File: src/rtl/tri_stage_core.sv
module tri_stage_core #(
  parameter int AW = 8,
  parameter int DW = 16,
  parameter logic [AW-1:0] WIN_BASE = 8'h40,
  parameter int WIN_LG = 4,
  parameter int MAP_BIT = 0
) (
  input  logic          clk,
  input  logic          rst_n,
  output logic [AW-1:0] pm_addr,
  input  logic [DW-1:0] pm_data,
  output logic [AW-1:0] dm_addr,
  input  logic [DW-1:0] dm_data,
  output logic [AW-1:0] xm_addr,
  input  logic [DW-1:0] xm_data,
  output logic          dbg_fetch_v,
  output logic          dbg_dec_v,
  output logic          dbg_exe_v,
  output logic [AW-1:0] dbg_pc,
  output logic [DW-1:0] dbg_acc,
  output logic [3:0]    dbg_ccr,
  output logic [7:0]    dbg_mode
);
  localparam logic [2:0] OP_NOP = 3'd0, OP_ORM = 3'd1, OP_ORC = 3'd2, OP_ANDC = 3'd3,
                         OP_LD = 3'd4, OP_JCC = 3'd5, OP_ANDM = 3'd6, OP_LDL = 3'd7;
  localparam logic [1:0] SRC_DM = 2'd0, SRC_XM = 2'd1, SRC_ROM = 2'd2;
  localparam logic [DW-1:0] ROM_TAG = DW'(8'hC3) << AW;

  logic          run;
  logic [1:0]    phase;
  logic [AW-1:0] pc;
  logic          d_v, d_second;
  logic [DW-1:0] d_ir;
  logic          e_v, e_inv;
  logic [2:0]    e_op;
  logic [7:0]    e_imm;
  logic [3:0]    e_mask;
  logic [AW-1:0] e_addr;
  logic [1:0]    e_src;
  logic [7:0]    mode;
  logic [3:0]    ccr;
  logic [DW-1:0] acc;

  wire adv = run && (phase == 2'd3);

  wire [2:0]    d_op   = d_ir[DW-1 -: 3];
  wire [AW-1:0] d_addr = d_ir[AW-1:0];
  wire          in_win = (d_addr >> WIN_LG) == (WIN_BASE >> WIN_LG);
  wire [1:0]    d_src  = !in_win ? SRC_DM : (mode[MAP_BIT] ? SRC_ROM : SRC_XM);
  wire [2:0]    dec_op = !d_v ? OP_NOP : d_second ? OP_LD : (d_op == OP_LDL ? OP_NOP : d_op);

  wire taken = e_v && (e_op == OP_JCC) && ((|(ccr & e_mask)) ^ e_inv);

  logic [DW-1:0] rd_data;
  always_comb begin
    case (e_src)
      SRC_XM:  rd_data = xm_data;
      SRC_ROM: rd_data = ROM_TAG | {{(DW-AW){1'b0}}, e_addr};
      default: rd_data = dm_data;
    endcase
  end

  always_ff @(posedge clk or negedge rst_n) begin
    if (!rst_n) begin
      run <= 1'b0;  phase <= 2'd0;  pc <= '0;
      d_v <= 1'b0;  d_second <= 1'b0;  d_ir <= '0;
      e_v <= 1'b0;  e_inv <= 1'b0;  e_op <= OP_NOP;  e_imm <= '0;
      e_mask <= '0;  e_addr <= '0;  e_src <= SRC_DM;
      mode <= '0;  ccr <= '0;  acc <= '0;
    end else begin
      run <= 1'b1;
      if (run) phase <= phase + 2'd1;
      if (adv) begin
        if (e_v) begin
          case (e_op)
            OP_ORM:  mode <= mode | e_imm;
            OP_ANDM: mode <= mode & e_imm;
            OP_ORC:  ccr  <= ccr | e_imm[3:0];
            OP_ANDC: ccr  <= ccr & e_imm[3:0];
            OP_LD:   acc  <= rd_data;
            default: ;
          endcase
        end
        if (taken) begin
          pc <= e_addr;
          d_v <= 1'b0;  d_second <= 1'b0;
          e_v <= 1'b0;  e_op <= OP_NOP;
        end else begin
          pc <= pc + 1'b1;
          d_ir <= pm_data;
          d_v <= 1'b1;
          d_second <= d_v && !d_second && (d_op == OP_LDL);
          e_v <= d_v;
          e_op <= dec_op;
          e_inv <= d_ir[12];
          e_mask <= d_ir[11:8];
          e_imm <= d_ir[7:0];
          e_addr <= d_addr;
          e_src <= d_src;
        end
      end
    end
  end

  assign pm_addr     = pc;
  assign dm_addr     = e_addr;
  assign xm_addr     = e_addr;
  assign dbg_fetch_v = run;
  assign dbg_dec_v   = d_v;
  assign dbg_exe_v   = e_v;
  assign dbg_pc      = pc;
  assign dbg_acc     = acc;
  assign dbg_ccr     = ccr;
  assign dbg_mode    = mode;
endmodule


File: config.mk
export PLATFORM = sky130hd
export DESIGN_NAME = tri_stage_core
export DESIGN_NICKNAME = d
export VERILOG_FILES = /design/src/rtl/tri_stage_core.sv
export SDC_FILE = /design/constraint.sdc
export NUM_CORES = 1
export LEC_CHECK = 0
export CORE_MARGIN = 2
export CORE_UTILIZATION = 47
export CTS_CLUSTER_DIAMETER = 50
export DETAILED_ROUTE_END_ITERATION = 7
export PLACE_DENSITY = 0.87
export RECOVER_POWER = 50
export SYNTH_ARGS = -nofsm -noshare
export SYNTH_HDL_FRONTEND = slang
export SYNTH_SLANG_ARGS = --single-unit
export TNS_END_PERCENT = 50
File: constraint.sdc
create_clock -name clk -period 2.4 [get_ports clk]
set_clock_uncertainty 0.2 [all_clocks]
set_input_delay 0.72 -clock clk [delete_from_list [all_inputs] [get_ports clk]]
set_output_delay 0.72 -clock clk [all_outputs]
set_load 0.01 [all_outputs]
==> impl_metrics.ini <==
[run_status]
outcome = complete, no violations

[timing]
rsz0062_at_grt = false
drv_slew = 0
finalWorstSetupSlack_ps = 22.2
final_hold_viol_count = 0
whs_ps = 285
max_slew_margin_pct = 23.8
setup-tns-final_ps = 0
timing.final.crit_share_pct = 99.1
period_minus_slack_ps = 2380
clock.fmax_ghz = 0.421
tightest_slew_ps = 1140
finalSetupViolations = 0

[final_layout]
area_delta_synth_final_pct = 34.4
fillCellCount = 614
nNetsFinal = 517
final_cell_mix = 110 x clkdlybuf4s50_1, 70 x dfrtp_1, 43 x nand2_1, 33 x o21ai_0, 30 x a21oi_1
regArea_sq_mm = 0.00191
multiInputGateArea_sq_mm = 0.00164
layout-drive-gt1-share_pct = 14.1
finalNonFillerCells = 569
final_common_cell = clkdlybuf4s50_1
antennaDiodeCount = 0
postLayoutCellArea_sq_mm = 0.00510
final_core_util_pct = 65.7

[floorplan]
num_rows = 32
die-width_microns = 93.9
core_area_sq_mm = 0.00777
die_h_microns = 93.9
initial_core_util_pct = 48.9
io_pins = 113
dieArea_sq_mm = 0.00881

[critical_path]
reg2reg_depth = 5
path_delay_family = buffers and inverters
cp.required_ps = 1480
end_kind = output port
worst-setup-path-type = flip-flop to output port
cp_max_fo = 4
reg2reg_from = e_op[0]$_DFFE_PN0P_
worstPathArrival_ps = 1460
cp.buffers_inverters = 1
r2r_setup_slack_ps = 160
max_stage_delay_ps = 610
crit_chain = clkdlybuf4s50_1
startpoint_type = flip-flop
cp_slowest_cell = clkdlybuf4s50_1
r2r_end = e_mask[3]$_DFFE_PN0P_

[grt]
use_met1_pct = 28.7
grt_pass1_wl_microns = 15500
grt.busiest_layer = met2
use_met3_pct = 6.82
grt.met2_usage_pct = 37.1
first_global_vias = 3070
track_usage_pct = 22.9
grt-ovfl-total = 0
antenna_found_initial = 0
grt_max_degree = 37

[place]
port_buffers = 112
dpl_cell_area_sq_mm = 0.00495
dp_hpwl_microns = 7270
dpl.cell_count = 554
gp_congestion = 0.835
dp_worst_setup_slack_ps = 269

[detailed_routing]
ant_nets = 0
route.detailed.drc = 0
vias = 3187
wire_per_inst_microns = 17.4
wl_microns = 9890
drt_iter0_drc = 256
drt_pre_antenna_iters = 4
vias_per_cell = 5.60

[cts]
cts.htree.levels = 3
cts_buffers = 9
cts_root_buf = clkbuf_8
post_cts_buffers = 0
clk-insertion-delay-late_ps = 350
cts_tree = done
cts.sinks = 76
clkTransAtPathRegs_ps = 80
clock_path_buffers = 2

[synth]
synth.distinct_cells = 44
synth_ff_type = dfrtp_1
synth_area_leaders = dfrtp_1 50%, mux2_4 8.7%, nand2_1 4.3%
synth.avg_cell_area_sq_um = 10.5
synth_top_area_cell = dfrtp_1
synthCells = 361
synth_top_area_share_pct = 50.1
synth-seq-area-share_pct = 50.1
synthArstFlopShare_pct = 100
syn_nets = 415
ys_seq_elements = 76
synth.cell_area_sq_mm = 0.00380
synth-edff-count = 0
ys_warn_count = 0

[pwr]
finalPower_mw = 5.84
leakagePower_nw = 2.20
switchingPower_mw = 2.12
comb_power_share_pct = 44.6
seqPwrFrac_pct = 39.5
powerDensity_mw_per_mm2 = 1140
p_sw_share_pct = 36.4
p_clk_share_pct = 15.9
p_int_mw = 3.72
ir_drop_v = 0.000662

[min_path]
hp-class = flip-flop to flip-flop
hp-start = dbg_acc[11]$_DFFE_PN0P_
hold_depth = 2
hold_end = dbg_acc[11]$_DFFE_PN0P_

[job]
maxCapViolations = 0
[worst max path at each step]
| stage | slack [ps] | from | cells past startpoint | to |
|---|---|---|---|---|
| finish | 20 | dm_addr[7]$_DFFE_PN0P_ | 1 | xm_addr[7] |
| global placement | 300 | dm_addr[2]$_DFFE_PN0P_ | 1 | xm_addr[2] |
| detailed placement | 270 | e_op[1]$_DFFE_PN0P_ | 5 | e_mask[3]$_DFFE_PN0P_ |
| global route | 2 | dm_addr[3]$_DFFE_PN0P_ | 1 | xm_addr[3] |
| CTS | 20 | dm_addr[7]$_DFFE_PN0P_ | 1 | xm_addr[7] |
| floorplan | 410 | dbg_ccr[0]$_DFFE_PN0P_ | 5 | d_ir[0]$_DFFE_PN0P_ |
[synthesized netlist by cell type (3+ instances only)]
cell type and count:
mux2_2 8, and2_1 7, nand3_1 12, a22oi_1 12, clkbuf_1 12, mux2_4 22, a21oi_1 30, dfrtp_1 76
nor2_1 25, buf_4 17, nor3_1 3, nand2_1 43, o21ai_0 30, o211ai_1 9, o21ai_1 4, a41oi_1 4
ha_1 4, inv_1 4, nor4_1 3, and3_1 3
[sequential cells by signal, summed over array words and instances (netlist names)]
signal,cells
d_second,1
dbg_acc,16
d_ir,16
e_src,2
e_inv,1
e_mask,4
dbg_pc,8
phase,2
dm_addr,8
dbg_dec_v,1
e_op,3
dbg_fetch_v,1
dbg_exe_v,1
dbg_ccr,4
dbg_mode,8
[final cells by class]
type | count | share of cell area, %
Sequential cell | 76 | 37.4
Multi-Input combinational cell | 247 | 32.2
Timing Repair Buffer | 125 | 24.0
Clock buffer | 10 | 2.50
Tap cell | 102 | 2.50
Clock inverter | 5 | 1.05
Inverter | 4 | 0.294
[cell families (layout without fill, tap and decap cells)]
| family | Yosys count | count (layout) | share of synthesized area (%) |
|---|---|---|---|
| buffers and inverters | 38 | 144 | 6.26 |
| adders and majority gates | 4 | 4 | 1.32 |
| AOI/OAI and AO/OA | 97 | 97 | 15.8 |
| other | 1 | 1 | 0.0988 |
| DFF | 76 | 76 | 50.1 |
| muxes | 32 | 32 | 11.6 |
| and+or+nand+nor | 112 | 112 | 14.6 |
| xor gates and xnor gates | 1 | 1 | 0.231 |
[metal layers]
layer  routed length, microns  vias up
li1                         -     1482
met1                     3990     1549
met2                     4880      135
met3                      762       21
met4                      259        0
met5                        0        -
[power by group through the flow]
stage	Combinational [mW]	Clock, mW	Sequential (mW)
2_1_floorplan	1.51	0	2.27
3_3_place_gp	2.53	0	2.28
3_5_place_dp	2.63	0	2.31
4_1_cts	2.64	0.944	2.30
5_1_grt	2.82	0.993	2.38
6_report	2.60	0.928	2.31
[repair_timing]
item	in CTS	in global routing
gates cloned	0	0
gates resized for setup	5	2
hold buffers	0	0
pin swaps	0	0
endpoints found under the setup margin	9	4
Power figures use the tool's default switching activity.
